## src/rtl/tlb_maint_pkg.sv

```systemverilog
package tlb_maint_pkg;

    typedef enum logic [1:0] {
        SEL_ACC  = 2'd0,
        SEL_MISC = 2'd1,
        SEL_ADDR = 2'd2,
        SEL_NONE = 2'd3
    } reg_sel_e;

    // control register layout
    localparam int PID_LSB = 4;
    localparam int PID_FW  = 10;
    localparam int WE_BIT  = 18;
    localparam int RD_BIT  = 19;
    localparam int WAY_LSB = 24;
    localparam int WAY_FW  = 4;

    // page-address register layout
    localparam int VPN_LSB = 2;
    localparam int VPN_W   = 20;

    // access register layout
    localparam int KEEP_W  = 24;
    localparam int GLB_BIT = 24;

    localparam logic [VPN_W-1:0] VPN_LIMIT = 20'hC0000;

    typedef struct packed {
        logic [VPN_W-1:0]  vpn;
        logic              glob;
        logic              valid;
        logic [PID_FW-1:0] pid;
    } ent_tag_t;

    typedef struct packed {
        logic [31-KEEP_W:0] rsvd;
        logic [KEEP_W-1:0]  keep;
    } ent_data_t;

    function automatic ent_tag_t make_tag(input logic [VPN_W-1:0] vpn,
                                          input logic glob,
                                          input logic [PID_FW-1:0] pid);
        ent_tag_t t;
        t.vpn   = vpn;
        t.glob  = glob;
        t.valid = (vpn < VPN_LIMIT);
        t.pid   = pid;
        return t;
    endfunction

    function automatic ent_data_t make_data(input logic [KEEP_W-1:0] bits);
        ent_data_t d;
        d.rsvd = '0;
        d.keep = bits;
        return d;
    endfunction

endpackage

```

## src/rtl/tlb_maint_wrgen.sv

```systemverilog
module tlb_maint_wrgen
    import tlb_maint_pkg::*;
#(
    parameter int NUM_WAYS = 4,
    parameter int NUM_SETS = 16,
    parameter int PID_W    = 8
) (
    input  logic                                   trig,
    input  logic [GLB_BIT:0]                       acc_bits,
    input  logic [VPN_W-1:0]                       vpn_sh,
    input  logic [PID_W-1:0]                       pid_sh,
    input  logic [$clog2(NUM_WAYS)-1:0]            way_cur,
    output logic                                   we,
    output logic [$clog2(NUM_WAYS)+$clog2(NUM_SETS)-1:0] idx,
    output logic [31:0]                            tag,
    output logic [31:0]                            data,
    output logic [WAY_FW-1:0]                      way_next
);
    localparam int WAY_W = $clog2(NUM_WAYS);
    localparam int SET_W = $clog2(NUM_SETS);

    logic [WAY_W-1:0]  way_inc;
    logic [PID_FW-1:0] pid_ext;

    // way stepping: power-of-two way counts wrap by truncation,
    // other counts wrap by comparison
    generate
        if (NUM_WAYS == (1 << WAY_W)) begin : g_pow2
            assign way_inc = way_cur + 1'b1;
        end else begin : g_cmp
            assign way_inc = (way_cur >= WAY_W'(NUM_WAYS - 1)) ? '0 : way_cur + 1'b1;
        end
    endgenerate

    always_comb begin
        way_next = '0;
        way_next[WAY_W-1:0] = way_inc;
        pid_ext = '0;
        pid_ext[PID_W-1:0] = pid_sh;
    end

    assign we   = trig;
    assign idx  = {way_cur, vpn_sh[SET_W-1:0]};
    assign tag  = make_tag(vpn_sh, acc_bits[GLB_BIT], pid_ext);
    assign data = make_data(acc_bits[KEEP_W-1:0]);

endmodule

```

## src/rtl/tlb_maint_rdmerge.sv

```systemverilog
module tlb_maint_rdmerge
    import tlb_maint_pkg::*;
#(
    parameter int NUM_WAYS = 4,
    parameter int NUM_SETS = 16,
    parameter int PID_W    = 8
) (
    input  logic [31:0]                            misc_wdata,
    input  logic [VPN_W-1:0]                       vpn_sh,
    input  logic [31:GLB_BIT+1]                    acc_hi,
    input  logic [31:0]                            addr_cur,
    input  logic [31:0]                            rd_tag,
    input  logic [31:0]                            rd_data,
    output logic [$clog2(NUM_WAYS)+$clog2(NUM_SETS)-1:0] rd_idx,
    output logic [31:0]                            acc_nxt,
    output logic [31:0]                            misc_nxt,
    output logic [31:0]                            addr_nxt
);
    localparam int WAY_W = $clog2(NUM_WAYS);
    localparam int SET_W = $clog2(NUM_SETS);

    ent_tag_t  tag_f;
    ent_data_t data_f;
    logic      unused_rd_fields;

    assign tag_f  = ent_tag_t'(rd_tag);
    assign data_f = ent_data_t'(rd_data);
    assign unused_rd_fields = ^{tag_f.valid, tag_f.pid, data_f.rsvd};

    assign rd_idx  = {misc_wdata[WAY_LSB +: WAY_W], vpn_sh[SET_W-1:0]};
    assign acc_nxt = {acc_hi, tag_f.glob, data_f.keep};

    always_comb begin
        misc_nxt = misc_wdata;
        misc_nxt[PID_LSB +: PID_W] = tag_f.pid[PID_W-1:0];
        addr_nxt = addr_cur;
        addr_nxt[VPN_LSB +: VPN_W] = tag_f.vpn;
    end

endmodule

```

## src/rtl/tlb_maint_if.sv

```systemverilog
module tlb_maint_if
    import tlb_maint_pkg::*;
#(
    parameter int NUM_WAYS = 4,
    parameter int NUM_SETS = 16,
    parameter int PID_W    = 8
) (
    input  logic                                          clk,
    input  logic                                          rst,
    input  logic                                          wr_en,
    input  logic [1:0]                                    wr_sel,
    input  logic [31:0]                                   wr_data,
    output logic [31:0]                                   acc_rd,
    output logic [31:0]                                   misc_rd,
    output logic [31:0]                                   addr_rd,
    output logic                                          busy,
    output logic                                          ent_we,
    output logic [$clog2(NUM_WAYS)+$clog2(NUM_SETS)-1:0]  ent_wr_idx,
    output logic [31:0]                                   ent_wr_tag,
    output logic [31:0]                                   ent_wr_data,
    output logic [$clog2(NUM_WAYS)+$clog2(NUM_SETS)-1:0]  ent_rd_idx,
    input  logic [31:0]                                   ent_rd_tag,
    input  logic [31:0]                                   ent_rd_data
);
    localparam int WAY_W = $clog2(NUM_WAYS);

    reg_sel_e    sel;
    logic [31:0] acc_q, misc_q, addr_q;
    logic [31:0] misc_sh, addr_sh;
    logic        wr_trig;
    logic        rd_trig;
    logic [WAY_FW-1:0] way_next;
    logic [31:0] acc_from_rd, misc_from_rd, addr_from_rd;
    logic [31:0] addr_from_wr;

    assign sel     = reg_sel_e'(wr_sel);
    assign wr_trig = wr_en && (sel == SEL_ACC) && misc_q[WE_BIT];
    assign rd_trig = wr_en && (sel == SEL_MISC) && wr_data[RD_BIT];

    tlb_maint_wrgen #(
        .NUM_WAYS(NUM_WAYS), .NUM_SETS(NUM_SETS), .PID_W(PID_W)
    ) u_wrgen (
        .trig     (wr_trig),
        .acc_bits (wr_data[GLB_BIT:0]),
        .vpn_sh   (addr_sh[VPN_LSB +: VPN_W]),
        .pid_sh   (misc_sh[PID_LSB +: PID_W]),
        .way_cur  (misc_q[WAY_LSB +: WAY_W]),
        .we       (ent_we),
        .idx      (ent_wr_idx),
        .tag      (ent_wr_tag),
        .data     (ent_wr_data),
        .way_next (way_next)
    );

    tlb_maint_rdmerge #(
        .NUM_WAYS(NUM_WAYS), .NUM_SETS(NUM_SETS), .PID_W(PID_W)
    ) u_rdmerge (
        .misc_wdata (wr_data),
        .vpn_sh     (addr_sh[VPN_LSB +: VPN_W]),
        .acc_hi     (acc_q[31:GLB_BIT+1]),
        .addr_cur   (addr_q),
        .rd_tag     (ent_rd_tag),
        .rd_data    (ent_rd_data),
        .rd_idx     (ent_rd_idx),
        .acc_nxt    (acc_from_rd),
        .misc_nxt   (misc_from_rd),
        .addr_nxt   (addr_from_rd)
    );

    always_comb begin
        addr_from_wr = wr_data;
        addr_from_wr[VPN_LSB +: VPN_W] = addr_q[VPN_LSB +: VPN_W];
    end

    always_ff @(posedge clk) begin
        if (rst) begin
            acc_q   <= '0;
            misc_q  <= '0;
            addr_q  <= '0;
            misc_sh <= '0;
            addr_sh <= '0;
        end else if (wr_en) begin
            case (sel)
                SEL_ACC: begin
                    if (wr_trig) begin
                        misc_q[WAY_LSB +: WAY_FW] <= way_next;
                    end
                end
                SEL_MISC: begin
                    misc_sh <= wr_data;
                    if (rd_trig) begin
                        acc_q  <= acc_from_rd;
                        misc_q <= misc_from_rd;
                        addr_q <= addr_from_rd;
                    end else begin
                        misc_q <= wr_data;
                    end
                end
                SEL_ADDR: begin
                    addr_sh <= wr_data;
                    addr_q  <= addr_from_wr;
                end
                default: ;
            endcase
        end
    end

    assign acc_rd  = acc_q;
    assign misc_rd = misc_q;
    assign addr_rd = addr_q;
    assign busy    = 1'b0;


    acc_hold_chk: assert property (@(posedge clk) disable iff (rst)
        (wr_en && wr_sel == 2'd0) |=> (acc_rd == $past(acc_rd)));


    way_step_chk: assert property (@(posedge clk) disable iff (rst)
        (wr_en && wr_sel == 2'd0 && misc_rd[WE_BIT] &&
         misc_rd[WAY_LSB +: WAY_FW] < WAY_FW'(NUM_WAYS))
        |=> (misc_rd[WAY_LSB +: WAY_FW] ==
             WAY_FW'((int'($past(misc_rd[WAY_LSB +: WAY_FW])) + 1) % NUM_WAYS)));


    addr_vpn_keep_chk: assert property (@(posedge clk) disable iff (rst)
        (wr_en && wr_sel == 2'd2)
        |=> (addr_rd[21:2] == $past(addr_rd[21:2]) &&
             addr_rd[31:22] == $past(wr_data[31:22]) &&
             addr_rd[1:0] == $past(wr_data[1:0])));


    misc_copy_chk: assert property (@(posedge clk) disable iff (rst)
        (wr_en && wr_sel == 2'd1 && !wr_data[RD_BIT]) |=> (misc_rd == $past(wr_data)));


    valid_top_chk: assert property (@(posedge clk) disable iff (rst)
        (ent_we && ent_wr_tag[31:30] == 2'b11) |-> !ent_wr_tag[10]);


    no_stray_write_chk: assert property (@(posedge clk) disable iff (rst)
        ent_we |-> (wr_en && wr_sel == 2'd0 && misc_rd[WE_BIT]));


    busy_low_chk: assert property (@(posedge clk) disable iff (rst) !busy);

endmodule

```

## config.mk

```make
export PLATFORM = sky130hd
export DESIGN_NAME = tlb_maint_if
export DESIGN_NICKNAME = d
export VERILOG_FILES = /design/src/rtl/tlb_maint_pkg.sv /design/src/rtl/tlb_maint_wrgen.sv /design/src/rtl/tlb_maint_rdmerge.sv /design/src/rtl/tlb_maint_if.sv
export SDC_FILE = /design/constraint.sdc
export NUM_CORES = 1
export LEC_CHECK = 0
export BUFFER_PORTS_ARGS = -buffer_cell sky130_fd_sc_hd__buf_2
export CAP_MARGIN = 20
export CORE_MARGIN = 5
export CORE_UTILIZATION = 44
export CTS_CLUSTER_DIAMETER = 150
export DETAILED_ROUTE_END_ITERATION = 7
export HOLD_SLACK_MARGIN = 0.15
export PLACE_DENSITY = 0.83
export SYNTH_ARGS = -nofsm -noshare
export SYNTH_HDL_FRONTEND = slang
export SYNTH_SLANG_ARGS = --single-unit
```

## constraint.sdc

```tcl
create_clock -name clk -period 2.1 [get_ports clk]
set_clock_uncertainty 0.2 [all_clocks]
set_input_delay 0.63 -clock clk [delete_from_list [all_inputs] [get_ports clk]]
set_output_delay 0.63 -clock clk [all_outputs]
set_load 0.02 [all_outputs]
```

Word level (Yosys, flattened, before mapping)
Index checks and enable logic that the tools add are counted.
{ "totals": {"register_bits": 123, "in_bits": 101, "out_inout_bits": 174} }
{ "op_classes": {"n_addsub": 1, "order_cmp": 1, "eq_ne": 3, "n_mux": 5, "bitwise_logic": 2, "n_reduce_logical": 12} }
{ "ops": {"columns": ["op", "n"], "rows": [
  ["32-bit case mux with 2 select lines", 1],
  ["22-bit two-way mux", 1],
  ["20-bit less-than comparator (second input constant)", 1],
  ["12-bit two-way mux", 1],
  ["3-bit AND reduction", 3],
  ["4-bit case mux with 2 select lines", 1],
  ["1-bit logical AND", 4],
  ["4-bit two-way mux", 1],
  ["2-bit AND reduction", 2],
  ["4-bit AND reduction", 1],
  ["2-bit by 1-bit adder with 2-bit output (second input constant)", 1],
  ["2-bit by 1-bit equality test with 1-bit output (second input constant)", 1],
  ["2-bit equality test (second input constant)", 1],
  ["2-bit logical NOT", 1],
  ["2-bit != test (second input constant)", 1],
  ["1-bit NOT", 2],
  ["2-bit nonzero test", 1]
]} }

Longest topological paths before layout
Gate-level depths: netlist of the first run.
{ "logic_depth": {"ltp_word": 5, "ltp_mapped": 6} }

Cells and area by module
Synthesis of the first run repeated with hierarchy kept, for this count alone.
{ "unflattened": {"hier_cells": 750, "area_unflattened_um2": 6247.2} }
{ "by_module_without_submodules": {"columns": ["mod", "instances", "cells_each", "area_per_inst_um2"], "rows": [
  ["tlb_maint_if", 1, 572, 4921.0],
  ["tlb_maint_rdmerge", 1, 102, 765.7],
  ["tlb_maint_wrgen", 1, 76, 560.5]
]} }

Least setup slack after synthesis of the first run
No wires, ideal clock.
{ "synth_timing": {"path_kind": "input to output", "startpoint": "input port wr_sel[1]", "endpoint": "output port ent_we", "arrival_time_ns": 1.414, "slack_ns": -0.144, "path_stages": 3, "n_path_buf": 1, "path_cell_list": "buf_6 -> nand2b_4 -> nor3b_1"} }
{ "synth_via": {"elab_chain_cells": 3} }
{ "synth_lines": {"columns": ["item", "line_no", "rtl"], "rows": [
  ["start, declared", "tlb_maint_if.sv:11", "input logic [1:0] wr_sel,"],
  ["2-bit logical NOT", "tlb_maint_if.sv:37", "assign wr_trig = wr_en && (sel == SEL_ACC) && misc_q[WE_BIT];"],
  ["1-bit logical AND (2 in series)", "tlb_maint_if.sv:37", null],
  ["end, declared", "tlb_maint_if.sv:17", "output logic ent_we,"]
]} }
No other way between the ends.

Worst setup path after layout of the first run
Ends and elaborated chain as after synthesis.

==> impl_metrics.ini, run 1 <==
[route]
drt-initial-drc-count = 261
viasPerCell = 4.82
detail-route-antenna-nets = 0
wl_per_cell_um = 14.2
drc_errors = 0
num_vias = 4492
drt_wl_total_um = 13200
firstDrtPassIters = 4

[pwr]
power_uw = 5780
p_clk_share_pct = 49.4
ir_drop_uv = 842
p_switching_uw = 1450
p_comb_share_pct = 10.4
powerDensity_nw_per_um2 = 912
seqPwrFrac_pct = 40.1
power.internal_uw = 4330
p_leak_uw = 0.00296
switching_share_pct = 25.1

[placed_design]
portBuffers = 245
routabilityCongestion = 0.820
place_hpwl_um = 9620

[timing]
worst_pin_slew_ns = 0.633
slew_violations = 0
tns_ns = 0
fin_crit_ns = 2.03
whs_ns = 0.186
max_freq_mhz = 493
finalSetupViolations = 0
slew_headroom_pct = 57.8
rsz0062_at_grt = no
fin_crit_sh_pct = 96.6
hold_viol = 0

[setup_path]
worstPathMaxFanout = 2
critical_path_required_ns = 1.27
startpoint_type = primary input
endpoint_kind = output pin
cp_data_arrival_time_ns = 1.20
critPathKind = in2out

[synthesis]
synth-seq-cells = 117
synth_area_leaders = dfxtp_1, nand2_1, a21oi_1
synth_cells = 582
ys_warn_count = 0
ys_seq_area_share_pct = 49.8
netlist.area_leader.share_pct = 49.8
synth_area_um2 = 4700
synth.distinct_cells = 31
synth_top_area_cell = dfxtp_1
syn_avg_cell_area_um2 = 8.08

[clock_tree]
clkTransAtPathRegs_ns = 0.05
clk_latency_ns = 0.48
cts_htree_levels = 4
cts_max_path_buffers = 2
clock_sinks = 117
cts_buffers = 17
cts_tree = built
cts_setup_buffers = 0
cts_root_buffer = clkbuf_8

[final_layout]
antenna_cells = 0
n_fill_cell = 979
area_delta_synth_final_pct = 34.8
final_net_count = 883
drive_above_1_share_pct = 37.5

[die]
fp.coreArea_um2 = 10400
die_h_um = 113
die_w_um = 113
start_util_pct = 45.4
io-pin-count = 275
num_rows = 37
die-area_um2 = 12900

[flow_run]
cap_violations = 0

[grt]
grt_usage_pct = 19.7
first_global_vias = 4227
grt-ovfl-total = 0
antenna_found_initial = 0
grt_pass1_wl_um = 20600
grt_max_degree = 50

[hold_path]
hold_path.class = in2reg

[outcome]
outcome = completed
## cell families (layout without fill, tap and decap cells)
| group | Yosys count | after routing | share of synthesized area (%) |
|---|---|---|---|
| and+or+nand+nor | 235 | 235 | 21.3 |
| AOI/OAI and AO/OA | 122 | 122 | 13.6 |
| DFF | 117 | 117 | 49.8 |
| buffers and inverters | 99 | 295 | 13.5 |
| muxes | 8 | 8 | 1.70 |
| other | 1 | 18 | 0.0797 |
## through the flow
| stage | instances | setup WS, ns | utilization, % | area, µm² |
|---|---|---|---|---|
| after detailed placement | 899 | 0.0520 | 55.3 | 5740 |
| after floorplan | 599 | 0.0502 | - | 4770 |
| after global placement | 899 | 0.0511 | 55.3 | 5740 |
| after CTS | 931 | 0.0506 | 61.1 | 6340 |
| final | 931 | 0.0709 | 61.1 | 6340 |
| after global routing | 931 | 0.0100 | 61.1 | 6340 |
## worst paths after layout
path / start / end / slack [ns] / depth (start not counted)
max: wr_sel[1] / ent_we / 0.07 / 4
min: ent_rd_data[15] / acc_rd[15] / 0.19 / 3
max reg2reg: misc_rd[18] / misc_rd[24] / 0.71 / 3
min reg2reg: addr_rd[6] / addr_rd[6] / 0.25 / 2
## power by group through the flow
stage	clock [µW]	combinational [µW]	sequential [µW]
global route	3050	658	2330
CTS	2930	607	2320
finish	2860	604	2320
detailed placement	0	605	2370
global placement	0	599	2360
floorplan	0	335	2450
## placed cells by master, fill, tap and decap left out, types with 2 or more instances in the layout
cell and n:
nand4b_1 3, buf_2 243, a31oi_1 2, clkbuf_1 2, a21oi_1 107, dfxtp_1 116
mux2i_1 8, inv_6 3, inv_1 2, a211oi_1 9, o21ai_0 3, bufinv_16 3
clkbuf_16 16, nor2_1 9, nand2_1 189, clkinvlp_4 3, buf_12 6, conb_1 18
clkinv_4 4, and3b_1 2, nand3_1 20, buf_4 12
## state kept, by name, summed over array words and instances, names as in the netlist
signal   cells
misc_sh      8
addr_sh     20
acc_rd      25
misc_rd     32
addr_rd     32
## synthesized netlist by cell type
library cell	instances
buf_1	2
o21ai_0	3
dfxtp_1	117
nand2b_4	1
nand3b_1	1
nor2_1	9
nand4b_2	1
nand3_1	20
nand2_1	189
a31oi_1	2
or4b_1	1
o32ai_1	1
clkbuf_1	13
mux2i_1	8
or2b_1	1
inv_1	2
nor3b_1	1
or3_1	1
nand2b_1	1
a211oi_1	9
buf_4	59
a21oi_1	107
buf_6	2
and3b_1	2
nor2_4	1
nand3b_2	1
and3b_2	1
nand4b_1	3
conb_1	1
buf_2	21
and4b_1	1
## critical path, cell delays in order
cell	delay (ns)
buf_2	0.10
nand2b_4	0.15
nor3b_2	0.15
buf_4	0.16
## layer usage
| layer | up-vias | track usage (%) | share of wire, % |
|---|---|---|---|
| li1 | 2231 | - | - |
| met1 | 2046 | 22.4 | 38 |
| met2 | 202 | 35.1 | 51 |
| met3 | 13 | 7.27 | 9.9 |
| met4 | 0 | 4.73 | 1.2 |
| met5 | - | 0 | 0 |
## area by class of cell
class                      count  area (µm²)  share of cell area, %
inverter                       2        7.51                  0.118
tap                          136         170                   2.68
multi-input combinational    383        1800                   28.3
clock buffer                  19         422                   6.65
sequential                   117        2340                   37.0
clock inverter                13         174                   2.74
timing repair buffer         261        1430                   22.5
## timing repair
action / CTS / global route
endpoints found under the setup margin: 1 / 1
gates resized for setup: 1 / 1
hold buffers: 0 / 0
gates cloned: 0 / 0
No activity file was read; power rests on OpenSTA's default activity.
==> inputs of run 2 (changes only) <==
==> constraint.sdc (replaced) <==
create_clock -name clk -period 2.1 [get_ports clk]
set_clock_uncertainty 0.2 [all_clocks]
set_input_delay 0 -clock clk [delete_from_list [all_inputs] [get_ports clk]]
set_output_delay 0 -clock clk [all_outputs]
set_load 0.02 [all_outputs]
==> impl_metrics.ini, run 2 <==
[synthesis]
synthTopCellsByCount = nand2_1, dfxtp_1, a21oi_1
synth_top_area_cell = dfxtp_1
synth_area_leaders = dfxtp_1, nand2_1, a21oi_1
ys_seq_area_share_pct = 49.8
ys.flop_type = dfxtp_1
netlist.area_leader.share_pct = 49.8
async_reset_ff_share_pct = 0
ys_warn_count = 0
synth.distinct_cells = 31
syn_avg_cell_area_um2 = 8.08
synth_edf_count = 0
yosysMostFrequentCell = nand2_1
synth_cells = 582
synth_area_um2 = 4700
synth-seq-cells = 117

[clock_tree]
cts_buffers = 17
cts_resized = 0
cts_htree_levels = 4
cts_max_path_buffers = 2
cts_root_buffer = clkbuf_8
holdBufCountCts = 186
cts_setup_buffers = 0
clock_sinks = 117

[die]
io-pin-count = 275
start_util_pct = 45.4
die_h_um = 113
die_w_um = 113
num_rows = 37

[placed_design]
place_hpwl_um = 9480
portBuffers = 245
routabilityCongestion = 0.810

[outcome]
outcome = aborted with a tool error
error = [ERROR RSZ-0060] Max buffer count reached.
stop_stage = clock tree synthesis
[run 2: cell counts after synthesis]
Identical to the previous run, type by type.
[run 2: cells by family after synthesis]
group           share of synthesized area, %
buf+inv                                 13.5
compound gates                          13.6
other cells                           0.0797
flops                                   49.8
simple gates                            21.3
mux                                     1.70
[run 2: through the flow]
stage	instances	instance area, µm²	worst slack [ns]	utilization, %
detailed placement	892	5640	0.542	54.4
floorplan	599	4770	0.624	-
global placement	892	5640	0.605	54.4
==> inputs of run 3 (changes only) <==
CORE_UTILIZATION = 35   (was 44)
CTS_CLUSTER_DIAMETER = default   (was 150)
HOLD_SLACK_MARGIN = default   (was 0.15)
PLACE_DENSITY = default   (was 0.83)
PLACE_DENSITY_LB_ADDON = 0.15   (was default)
==> impl_metrics.ini, run 3 (synthesis results as in run 1) <==
[outcome]
outcome = completed

[setup_path]
critical_path_buf_inv_count = 4
path_depth = 7
critical_path_required_ns = 2.24
cp_top_family = buffers and inverters
cpMostUsedCell = dlygate4sd3_1
startpoint_type = primary input
crit_slowest_cell = dlygate4sd3_1
slowest_delay_ns = 0.58
critPathKind = in2reg
worstPathMaxFanout = 46
cp_data_arrival_time_ns = 2.12
endpoint_kind = flip-flop
r2r_cells = 3
worstPathCellList = dlygate4sd3_1 -> buf_2 -> and4b_1 -> buf_12 -> nand3_1 -> a21oi_1 -> dlygate4sd3_1

[timing]
finalSetupViolations = 0
tns_ns = 0
slew_violations = 0
worst_pin_slew_ns = 0.656
fin_crit_sh_pct = 94.0
hold_viol = 0
fin_crit_ns = 1.97
max_freq_mhz = 507
slew_headroom_pct = 56.3
fin_ws_ns = 0.127
rsz0062_at_grt = no

[placed_design]
portBuffers = 245
place_hpwl_um = 10000
routabilityCongestion = 0.790
dp_cells = 932
post-place-ws_ns = 0.500

[final_layout]
antenna_cells = 0
drive_above_1_share_pct = 31.8
final_common_cell = buf_2
fin_cells = 1069
area_delta_synth_final_pct = 56.1
mostFrequentLayoutCells = buf_2, nand2_1, dfxtp_1
fin_util_pct = 55.7
final_net_count = 983

[grt]
grt-ovfl-total = 0
grt_usage_pct = 19.1
grt_pass1_wl_um = 24900
grt_max_degree = 47
use_met3_pct = 6.35
use_met2_pct = 32.6
antenna_found_initial = 0
busiest_layer = met2
grtUsageMet1_pct = 21.9
first_global_vias = 5005

[clock_tree]
clkTransAtPathRegs_ns = 0.05
cts_max_path_buffers = 2
cts_root_buffer = clkbuf_16
clk_latency_ns = 0.40
cts_htree_levels = 4
cts_tree = built
clock_sinks = 117
cts_setup_buffers = 0
cts_buffers = 17

[pwr]
p_leak_uw = 0.00338
ir_drop_uv = 469
powerDensity_nw_per_um2 = 798

[die]
io-pin-count = 275
die-area_um2 = 15900
die_w_um = 126
start_util_pct = 35.7
die_h_um = 126
fp.coreArea_um2 = 13200
num_rows = 42

[route]
drt_wl_total_um = 15400
num_vias = 4935
viasPerCell = 4.62
drt-initial-drc-count = 208
wl_per_cell_um = 14.4
firstDrtPassIters = 4
detail-route-antenna-nets = 0
drc_errors = 0

[hold_path]
hold_path.class = in2reg
hold_path_depth = 4

[flow_run]
cap_violations = 0
[run 3: metal layers]
metal	share of wire (%)	wire length, µm	up-vias
li1	-	-	2432
met1	40	6080	2261
met2	49	7560	206
met3	8.1	1250	36
met4	3.0	468	0
met5	0	0	-
[run 3: final timing paths]
check                  from     endpoint  slack, ns
max reg2reg     misc_rd[18]  misc_rd[24]       0.70
max               wr_sel[1]  addr_rd[20]       0.13
min          ent_rd_data[5]    acc_rd[5]       0.19
min reg2reg      addr_rd[6]   addr_rd[6]       0.25
[run 3: per-stage QoR]
step                hold WS, ns  area, µm²  power, µW
global placement         0.0429       5680       2950
CTS                       0.158       7320       5920
finish                    0.190       7340       5850
floorplan               -0.0874       4770       2780
detailed placement       0.0446       5680       2960
global route              0.174       7340       6110
[run 3: final cells by class]
type,instances,area (µm²)
Fill cell,1221,5850
Timing Repair Buffer,361,2410
Sequential cell,117,2340
Multi-Input combinational cell,383,1790
Clock buffer,26,499
Tap cell,176,220
Clock inverter,4,70.1
Inverter,2,7.51
[run 3: what timing repair did]
| item | 4_1_cts | 5_1_grt |
|---|---|---|
| hold buffers | 107 | 0 |
| hold endpoints to repair | 117 | 0 |
| endpoints found under the setup margin | 0 | 8 |
| resized for setup | 0 | 6 |
[run 3: worst reg2reg max path, stage by stage (launching register included)]
cell	delay, ns
dfxtp_1	0.40
nor2_4	0.07
or4b_1	0.50
a31oi_1	0.16
[run 3: power breakdown]
part | total (µW) | switching, µW | internal [µW]
combinational | 752 | 423 | 329
clock | 2780 | 925 | 1850
sequential | 2320 | 34.3 | 2290
